--- src/rtl/dbell_pkg.sv ---
package dbell_pkg;

    localparam int unsigned DATA_W = 32;
    localparam int unsigned ADDR_W = 8;
    localparam int unsigned PEER_W = 16;
    localparam int unsigned VEC_W  = 8;

    localparam logic [ADDR_W-1:0] OFS_MASK   = 8'h00;
    localparam logic [ADDR_W-1:0] OFS_STATUS = 8'h04;
    localparam logic [ADDR_W-1:0] OFS_NODE   = 8'h08;
    localparam logic [ADDR_W-1:0] OFS_BELL   = 8'h0C;
    localparam logic [ADDR_W-1:0] WORD_MASK  = 8'hFC;

    typedef enum logic [2:0] {
        SEL_NONE,
        SEL_MASK,
        SEL_STATUS,
        SEL_NODE,
        SEL_BELL
    } reg_sel_e;

    typedef struct packed {
        logic [PEER_W-1:0] peer;
        logic [VEC_W-1:0]  vec;
    } bell_t;

    function automatic reg_sel_e decode_ofs(logic [ADDR_W-1:0] a);
        case (a)
            OFS_MASK:   return SEL_MASK;
            OFS_STATUS: return SEL_STATUS;
            OFS_NODE:   return SEL_NODE;
            OFS_BELL:   return SEL_BELL;
            default:    return SEL_NONE;
        endcase
    endfunction

    function automatic bell_t split_bell(logic [DATA_W-1:0] w);
        bell_t b;
        b.peer = w[31:16];
        b.vec  = w[7:0];
        return b;
    endfunction

endpackage

--- src/rtl/dbell_decode.sv ---
module dbell_decode
    import dbell_pkg::*;
(
    input  logic              acc_valid,
    input  logic              acc_write,
    input  logic [ADDR_W-1:0] acc_addr,
    output reg_sel_e          wr_sel,
    output reg_sel_e          rd_sel
);
    // writes are word-aligned by masking; reads use the exact offset
    always_comb begin
        wr_sel = SEL_NONE;
        rd_sel = SEL_NONE;
        if (acc_valid) begin
            if (acc_write) wr_sel = decode_ofs(acc_addr & WORD_MASK);
            else           rd_sel = decode_ofs(acc_addr);
        end
    end
endmodule

--- src/rtl/dbell_irq_ctrl.sv ---
module dbell_irq_ctrl
    import dbell_pkg::*;
(
    input  logic              clk,
    input  logic              rst,
    input  logic              wr_mask,
    input  logic              wr_status,
    input  logic              rd_status,
    input  logic              local_event,
    input  logic [DATA_W-1:0] wdata,
    output logic [DATA_W-1:0] mask_q,
    output logic [DATA_W-1:0] status_q,
    output logic              irq
);
    always_ff @(posedge clk) begin
        if (rst) begin
            mask_q   <= '0;
            status_q <= '0;
        end else begin
            if (wr_mask) mask_q <= wdata;
            if (local_event)    status_q <= DATA_W'(1);
            else if (wr_status) status_q <= wdata;
            else if (rd_status) status_q <= '0;
        end
    end

    assign irq = |(status_q & mask_q);

    // reset empties both registers
    p_reset_clear_r10: assert property (@(posedge clk)
        rst |=> (mask_q == '0 && status_q == '0));

    // an event leaves status at exactly one
    p_event_sets_r9: assert property (@(posedge clk) disable iff (rst)
        local_event |=> (status_q == DATA_W'(1)));

    // a mask write lands in full
    p_mask_write_r5: assert property (@(posedge clk) disable iff (rst)
        wr_mask |=> (mask_q == $past(wdata)));
endmodule

--- src/rtl/dbell_validator.sv ---
module dbell_validator
    import dbell_pkg::*;
#(
    parameter int unsigned MAX_PEERS = 4,
    localparam int unsigned PCNT_W   = $clog2(MAX_PEERS + 1),
    localparam int unsigned IDX_W    = (MAX_PEERS > 1) ? $clog2(MAX_PEERS) : 1
) (
    input  logic                       clk,
    input  logic                       rst,
    input  logic                       bell_wr,
    input  bell_t                      bell_in,
    input  logic [PCNT_W-1:0]          peer_count,
    input  logic [MAX_PEERS*VEC_W-1:0] vec_counts,
    output logic                       req,
    output logic [PEER_W-1:0]          req_peer,
    output logic [VEC_W-1:0]           req_vec,
    output logic                       err
);
    logic [VEC_W-1:0] vec_tbl [MAX_PEERS];

    for (genvar p = 0; p < MAX_PEERS; p++) begin : g_tbl
        assign vec_tbl[p] = vec_counts[p*VEC_W +: VEC_W];
    end

    logic peer_live;
    logic vec_ok;
    logic bell_ok;

    always_comb begin
        peer_live = (bell_in.peer < PEER_W'(peer_count)) &&
                    (bell_in.peer < PEER_W'(MAX_PEERS));
        vec_ok = 1'b0;
        if (peer_live)
            vec_ok = bell_in.vec < vec_tbl[bell_in.peer[IDX_W-1:0]];
        bell_ok = peer_live && vec_ok;
    end

    always_ff @(posedge clk) begin
        if (rst) begin
            req      <= 1'b0;
            req_peer <= '0;
            req_vec  <= '0;
            err      <= 1'b0;
        end else begin
            req <= bell_wr && bell_ok;
            if (bell_wr && bell_ok) begin
                req_peer <= bell_in.peer;
                req_vec  <= bell_in.vec;
            end
            if (bell_wr && !bell_ok) err <= 1'b1;
        end
    end

    // every request comes from a doorbell write one cycle earlier
    p_req_source_r7: assert property (@(posedge clk) disable iff (rst)
        req |-> $past(bell_wr));

    // a dead destination never produces a request and flags the error
    p_dead_peer_r8: assert property (@(posedge clk) disable iff (rst)
        (bell_wr && bell_in.peer >= PEER_W'(peer_count)) |=> (!req && err));

    // the error flag is sticky
    p_err_sticky_r8: assert property (@(posedge clk) disable iff (rst)
        err |=> err);
endmodule

--- src/rtl/dbell_regs.sv ---
module dbell_regs
    import dbell_pkg::*;
#(
    parameter int unsigned MAX_PEERS = 4,
    parameter int unsigned NODE_W    = 16,
    localparam int unsigned PCNT_W   = $clog2(MAX_PEERS + 1)
) (
    input  logic                       clk,
    input  logic                       rst,
    input  logic                       acc_valid,
    input  logic                       acc_write,
    input  logic [ADDR_W-1:0]          acc_addr,
    input  logic [DATA_W-1:0]          acc_wdata,
    output logic [DATA_W-1:0]          rd_data,
    input  logic [NODE_W-1:0]          node_id,
    input  logic [PCNT_W-1:0]          peer_count,
    input  logic [MAX_PEERS*VEC_W-1:0] vec_counts,
    input  logic                       local_event,
    output logic                       irq,
    output logic                       bell_req,
    output logic [PEER_W-1:0]          bell_peer,
    output logic [VEC_W-1:0]           bell_vec,
    output logic                       bell_err
);
    reg_sel_e          wr_sel;
    reg_sel_e          rd_sel;
    logic [DATA_W-1:0] mask_q;
    logic [DATA_W-1:0] status_q;
    logic [DATA_W-1:0] rd_next;

    dbell_decode u_dec (
        .acc_valid (acc_valid),
        .acc_write (acc_write),
        .acc_addr  (acc_addr),
        .wr_sel    (wr_sel),
        .rd_sel    (rd_sel)
    );

    dbell_irq_ctrl u_irq (
        .clk         (clk),
        .rst         (rst),
        .wr_mask     (wr_sel == SEL_MASK),
        .wr_status   (wr_sel == SEL_STATUS),
        .rd_status   (rd_sel == SEL_STATUS),
        .local_event (local_event),
        .wdata       (acc_wdata),
        .mask_q      (mask_q),
        .status_q    (status_q),
        .irq         (irq)
    );

    dbell_validator #(.MAX_PEERS(MAX_PEERS)) u_val (
        .clk        (clk),
        .rst        (rst),
        .bell_wr    (wr_sel == SEL_BELL),
        .bell_in    (split_bell(acc_wdata)),
        .peer_count (peer_count),
        .vec_counts (vec_counts),
        .req        (bell_req),
        .req_peer   (bell_peer),
        .req_vec    (bell_vec),
        .err        (bell_err)
    );

    always_comb begin
        case (rd_sel)
            SEL_MASK:   rd_next = mask_q;
            SEL_STATUS: rd_next = status_q;
            SEL_NODE:   rd_next = DATA_W'(node_id);
            default:    rd_next = '0;
        endcase
    end

    always_ff @(posedge clk) begin
        if (rst)                      rd_data <= '0;
        else if (acc_valid && !acc_write) rd_data <= rd_next;
    end

    // a plain status read leaves the interrupt low afterwards
    p_read_clears_r4: assert property (@(posedge clk) disable iff (rst)
        (rd_sel == SEL_STATUS && !local_event) |=> !irq);

    // undefined offsets read back as zero
    p_undef_zero_r11: assert property (@(posedge clk) disable iff (rst)
        (acc_valid && !acc_write && rd_sel == SEL_NONE) |=> (rd_data == '0));
endmodule

--- config.mk ---
export PLATFORM = sky130hd
export DESIGN_NAME = dbell_regs
export DESIGN_NICKNAME = d
export VERILOG_FILES = /design/src/rtl/dbell_pkg.sv /design/src/rtl/dbell_decode.sv /design/src/rtl/dbell_irq_ctrl.sv /design/src/rtl/dbell_validator.sv /design/src/rtl/dbell_regs.sv
export SDC_FILE = /design/constraint.sdc
export NUM_CORES = 1
export LEC_CHECK = 0
export BUFFER_PORTS_ARGS = -buffer_cell sky130_fd_sc_hd__buf_2
export CORE_ASPECT_RATIO = 1.25
export CORE_MARGIN = 2
export CORE_UTILIZATION = 50
export DETAILED_ROUTE_END_ITERATION = 8
export PLACE_DENSITY = 0.78
export SETUP_SLACK_MARGIN = 0.1
export SYNTH_ARGS = -nofsm -noshare
export SYNTH_HDL_FRONTEND = slang
export SYNTH_SLANG_ARGS = --single-unit
export TNS_END_PERCENT = 30
--- constraint.sdc ---
create_clock -name clk -period 6.99 [get_ports clk]
set_clock_uncertainty 0.15 [all_clocks]
set_input_delay 0 -clock clk [delete_from_list [all_inputs] [get_ports clk]]
set_output_delay 0 -clock clk [all_outputs]
set_load 0.01 [all_outputs]
# Word level (Yosys, flattened, before mapping)
# Cells that the tools add are included.
# totals
reg_bits	122
inputBits	96
out_inout_bits	59
elab_cells	53
# classes
n_lt_le_gt_ge	4
eq_ne	12
muxes	14
bitwise	2
reduce_logical	13
# ops
operator	count
one-hot mux 32 bit (3 select lines)	1
2-to-1 mux 32 bit	2
bitwise AND 32 bit	1
OR reduction 32 bit	1
one-hot mux 3 bit (4 select lines)	2
binary-select mux 8 bit (select 2 bit)	1
== test 8 x 4 -> 1 bit, second input constant	2
logical NOT 8 bit	2
< comparator 16 x 3 -> 1 bit	1
< comparator 16 x 3 -> 1 bit, second input constant	1
2-to-1 mux 8 bit	2
== test 6 x 2 -> 1 bit, second input constant	2
2-to-1 mux 3 bit	4
== test 3 x 2 -> 1 bit, second input constant	3
== test 8 x 3 -> 1 bit, second input constant	1
< comparator 8 bit	1
== test 3 x 1 -> 1 bit, second input constant	2
== test 6 x 1 -> 1 bit, second input constant	1
logical AND 1 bit	5
== test 3 bit, second input constant	1
>= comparator 3 bit, second input constant	1
NOT 2 -> 3 bit	1
nonzero test 3 bit	1
logical NOT 1 bit	2
3 further kinds	4

# Logic depth before layout (Yosys ltp)
# logic_depth
word_depth	9
mapped_depth	10
ltp_nobuf	8

# Cells and area by module
# From an unflattened synthesis, not the netlist that was laid out.
# unflattened
hier_cells	549
area_unflattened_um2	5634.2
# by_module_without_submodules
module	n_inst	cells_each	area_each_um2	seq_area_each_um2
dbell_irq_ctrl	1	268	2502.4	1281.2
dbell_regs	1	137	1545.2	640.6
dbell_validator	1	133	1488.9	520.5
dbell_decode	1	11	97.6	0.0

# Least setup slack after synthesis
# No wires, ideal clock.
# synth_path
path_kind	input port to flip-flop
from	input port acc_wdata[16]
to	register u_val.req_peer[10]
setup_time_ns	0.131
arrival_time_ns	2.619
required_ns	6.709
setup_slack_ns	4.090
path_stages	10
path_buffers	2
cell_sequence	buf_1 > mux4_2 > inv_1 > ha_1 > a21o_1 > a21o_1 > a22o_1 > nor3_1 > clkbuf_1 > nor3b_1
# synth_between
elab_chain_cells	8
elab_cells_between_ends	11
classes_between	order compare (3); mux (4); bitwise (1); reduce/logical (3)
# synth_lines
item	line_no	source
start, declared	dbell_regs.sv:13	input logic [DATA_W-1:0] acc_wdata,
NOT 2 -> 3 bit (not written as such)	dbell_validator.sv:34	vec_ok = bell_in.vec < vec_tbl[bell_in.peer[IDX_W-1:0]];
binary-select mux 8 bit (select 2 bit)	dbell_validator.sv:34	
2-to-1 mux 8 bit (not written as such) (2 in series)	dbell_validator.sv:34	
< comparator 8 bit	dbell_validator.sv:34	
2-to-1 mux 1 bit	dbell_validator.sv:33	if (peer_live)
logical AND 1 bit (*)	dbell_validator.sv:35	bell_ok = peer_live && vec_ok;
logical AND 1 bit (*)	dbell_validator.sv:46	if (bell_wr && bell_ok) begin
end signal, assigned	dbell_validator.sv:47	req_peer <= bell_in.peer;
end, declared	dbell_validator.sv:15	output logic [PEER_W-1:0] req_peer,
# Every way passes the cells marked *; elsewhere a longest branch is shown, timed or not. The select of a mux whose other input is x is not followed.
# A chain may end at the register's enable or synchronous reset.

# Worst setup path after layout
# layout_path
from	input port acc_addr[3]
to	register rd_data[12]
# layout_between
elab_chain_cells	6
elab_cells_between_ends	11
classes_between	eq/ne (6); mux (4); reduce/logical (1)
# layout_lines
item	line_no	source
start, declared	dbell_regs.sv:12	input logic [ADDR_W-1:0] acc_addr,
== test 8 x 4 -> 1 bit (tied with other cells)	dbell_pkg.sv:28	case (a)
one-hot mux 3 bit (4 select lines) (*)	dbell_pkg.sv:28	
2-to-1 mux 3 bit (*)	dbell_decode.sv:15	if (acc_write) wr_sel = decode_ofs(acc_addr & WORD_MASK);
2-to-1 mux 3 bit (*)	dbell_decode.sv:14	if (acc_valid) begin
== test 3 x 2 -> 1 bit / == test 3 x 1 -> 1 bit (equally long branches)	dbell_regs.sv:66	case (rd_sel)
one-hot mux 32 bit (3 select lines) (*)	dbell_regs.sv:66	
end signal, assigned	dbell_regs.sv:76	else if (acc_valid && !acc_write) rd_data <= rd_next;
end, declared	dbell_regs.sv:14	output logic [DATA_W-1:0] rd_data,
# Every way passes the cells marked *; elsewhere a longest branch is shown, timed or not.

==> impl_metrics.yaml <==
die:
  die_area_mm2: 0.0111
  ios: 155
  coreArea_mm2: 0.0101
  start_util_pct: 51.2
  num_rows: 41
  die_width_um: 94.8
  die_h_um: 117
sta:
  worst_slew_pin_slew_ns: 1.35
  max_slew_margin_pct: 9.31
  final.period_utilization_pct: 55.2
  worst_hold_slack_ns: 0.0276
  slew_violations: 0
  rsz0062_at_grt: "no"
  layout_min_cycle_time_ns: 3.86
  hold_viol_final: 0
  setup_viol: 0
  fmax_ghz: 0.259
  setup_tns_ns: 0
clock_tree:
  cts.repair.resized: 0
  clk_pin_slew_worst_paths_ns: 0.06
  cts_root_buf: "clkbuf_16"
  clockBufferDepth: 2
  cts_tree: "done"
  numCtsBuffers: 17
  worstSkewPairLatency_ns: 0.42
  htree_levels: 4
  clkSinkCount: 122
finish:
  final_cells: 926
  synthToLayoutAreaGrowth_pct: 39.7
  antennaDiodeCount: 0
  drive_above_1_share_pct: 26.9
  final_cell_area_mm2: 0.00719
  fin_nets: 889
run_status:
  status: "finished clean"
worst_setup_path:
  reg2reg_to: "rd_data[1]"
  worstPathMaxFanout: 10
  reg2reg_depth: 4
  worst_setup_path_start_kind: "input pin"
  reg2reg_from: "u_irq.status_q[1]"
  reg2reg_slack_ns: 5.33
  critical_path_class: "in2reg"
  cp.arrival_ns: 4.07
  cp.required_ns: 7.20
  setup.worst_path.end_class: "flip-flop"
route:
  drt_wl_total_um: 16900
  drt_iter0_drc: 665
  avgRoutedWirePerCell_um: 18.2
  ant_nets: 0
  via_per_inst: 5.93
  drcViolationCount: 0
  vias: 5494
  dr.pass1.iters: 7
logic_synthesis:
  yosys_warnings: 0
  syn_area_mm2: 0.00515
  async_reset_ff_share_pct: 0
  synth.distinct_cells: 42
  postSynthAreaPerCell_um2: 8.85
  synth_area_leaders: "dfxtp_1, a22oi_1, nand2_1, a21oi_1, nor2_1"
  syn_nets: 687
  synth_edf_count: 0
  yosys.area.top_type: "dfxtp_1"
  synth.top_cell.area_share_pct: 47.4
  syn_inst: 582
  ys.flop_type: "dfxtp_1"
  ys_seq_area_share_pct: 47.4
  synth-seq-cells: 122
power:
  pwr-share-clk_pct: 50.0
  p_total_uw: 1640
  sw_frac_of_total_pct: 23.2
  p_per_area_mw_per_mm2: 228
  combPwrFrac_pct: 7.5
  peakVddDrop_v: 0.000135
  power_frac_seq_pct: 42.5
  leakagePower_uw: 0.00291
  p_int_uw: 1260
  switching_power_uw: 381
global_routing:
  grt_overflow_total: 0
  grt_pass1_wl_um: 26200
  first_global_vias: 5355
  grt_usage_pct: 30.3
  antenna_found_initial: 0
  grt_max_degree: 93
placed_design:
  io_buffers: 154
  dp_cells: 825
  dp_hpwl_um: 10900
  gp_congestion: 0.837
  placed_cell_area_mm2: 0.00594
min_path:
  hp-class: "in2reg"
  worstHoldStart: "acc_addr[1]"
  whs_path_depth: 5
  hold_end: "rd_data[15]"
flow_run:
  drv_cap: 0
placed cells by master (no fill, tap or decap), types with 2 or more instances in the layout:
cell / Yosys / final
dfxtp_1: 122 / 122
nor2_1: 45 / 44
nor2b_1: 3 / 3
clkinv_2: 0 / 7
clkinv_4: 0 / 2
clkbuf_16: 0 / 17
o211a_1: 2 / 2
nand2_1: 97 / 97
buf_4: 0 / 6
a22o_1: 10 / 10
nand3_1: 8 / 8
a31oi_1: 7 / 7
dlygate4sd3_1: 0 / 69
a21oi_1: 61 / 61
o21ai_0: 12 / 12
or4_1: 2 / 2
mux2i_1: 2 / 2
a22oi_1: 65 / 65
nor3_2: 1 / 2
ha_1: 9 / 9
clkbuf_8: 0 / 2
buf_2: 3 / 154
nor4_1: 6 / 6
a222oi_1: 9 / 9
a21o_1: 2 / 2
mux2_2: 7 / 7
inv_1: 12 / 12
mux4_2: 7 / 7
nor3b_1: 14 / 14
nand4_1: 14 / 14
nor2_2: 1 / 2
nand2b_1: 3 / 3
or2_2: 2 / 2
power by group through the flow:
stage               Sequential [uW]  Clock, uW  Combinational, uW
global placement                713          0               92.0
floorplan                       712          0               48.5
CTS                             698        821                121
finish                          698        821                124
detailed placement              713          0               96.0
global route                    698        854                132
worst max-delay path by stage:
stage,slack [ns],cells past startpoint,startpoint,end
after floorplan,4.09,10,acc_wdata[16],u_val.req_peer[10]
after global placement,3.73,9,acc_wdata[16],u_val.req_peer[11]
after detailed placement,3.55,9,acc_wdata[16],u_val.req_peer[14]
after CTS,3.42,10,acc_wdata[16],u_val.req_peer[14]
after global routing,3.06,8,acc_addr[3],rd_data[12]
final,3.13,8,acc_addr[3],rd_data[12]
per-stage QoR:
step / worst slack [ns] / utilization, %
floorplan: 4.09 / -
global placement: 3.73 / 59.1
detailed placement: 3.55 / 59.1
CTS: 3.42 / 71.5
global route: 3.06 / 71.5
finish: 3.13 / 71.5
cells by family (layout without fill, tap and decap cells):
family                     after synthesis  in the layout  share of synthesized area, %
buffers and inverters                   58            273                          4.59
DFF                                    122            122                          47.4
adders and majority gates                9              9                          2.19
muxes                                   16             16                          4.98
AOI/OAI and AO/OA                      173            173                          22.3
and+or+nand+nor                        204            204                          18.5
worst max-delay path, cell delays in order:
cell	delay, ns
dlygate4sd3_1	0.52
buf_2	0.26
nor2b_1	0.68
nor4b_1	1.03
nand3_1	0.17
dlygate4sd3_1	0.63
a31oi_1	0.20
dlygate4sd3_1	0.57
Yosys cell counts, types with 2 or more instances:
cell type	count
a222oi_1	9
nand2_1	97
a31oi_1	7
mux4_2	7
buf_6	2
nor3_1	2
buf_2	3
nor3b_1	14
dfxtp_1	122
a22o_1	10
o21ai_0	12
nor2b_1	3
clkbuf_1	38
mux2_2	7
or2_2	2
buf_1	3
a21oi_1	61
nor4_1	6
o211a_1	2
ha_1	9
a21o_1	2
or4_1	2
a22oi_1	65
nand4_1	14
inv_1	12
mux2i_1	2
nor2_1	45
nand2b_1	3
nand3_1	8
timing repair:
| action | in CTS | in global routing |
|---|---|---|
| hold buffers | 69 | 0 |
| buffers inserted | 0 | 0 |
| endpoints found under the hold margin | 91 | 0 |
area by class of cell:
class | instances | area (um2)
fillers | 762 | 2860
flip-flops and latches | 122 | 2440
inverters | 12 | 45.0
clock buffers | 20 | 457
multi-input cells | 402 | 2480
well taps | 129 | 161
clock inverters | 12 | 98.8
repair buffers | 229 | 1510
flip-flops by register name (all words and copies together), names as in the netlist:
name,flops
rd_data,32
u_irq.mask_q,32
u_irq.status_q,32
u_val.req_peer,16
u_val.req_vec,8
u_val.err,1
u_val.req,1
metal layers:
metal / global-route usage [%] / routed length, um / vias up
li1: - / - / 2536
met1: 36.6 / 6380 / 2553
met2: 50.2 / 8330 / 353
met3: 7.68 / 1540 / 52
met4: 13.7 / 649 / 0
met5: 0 / 0 / -
(Power assumes the default switching activity.)
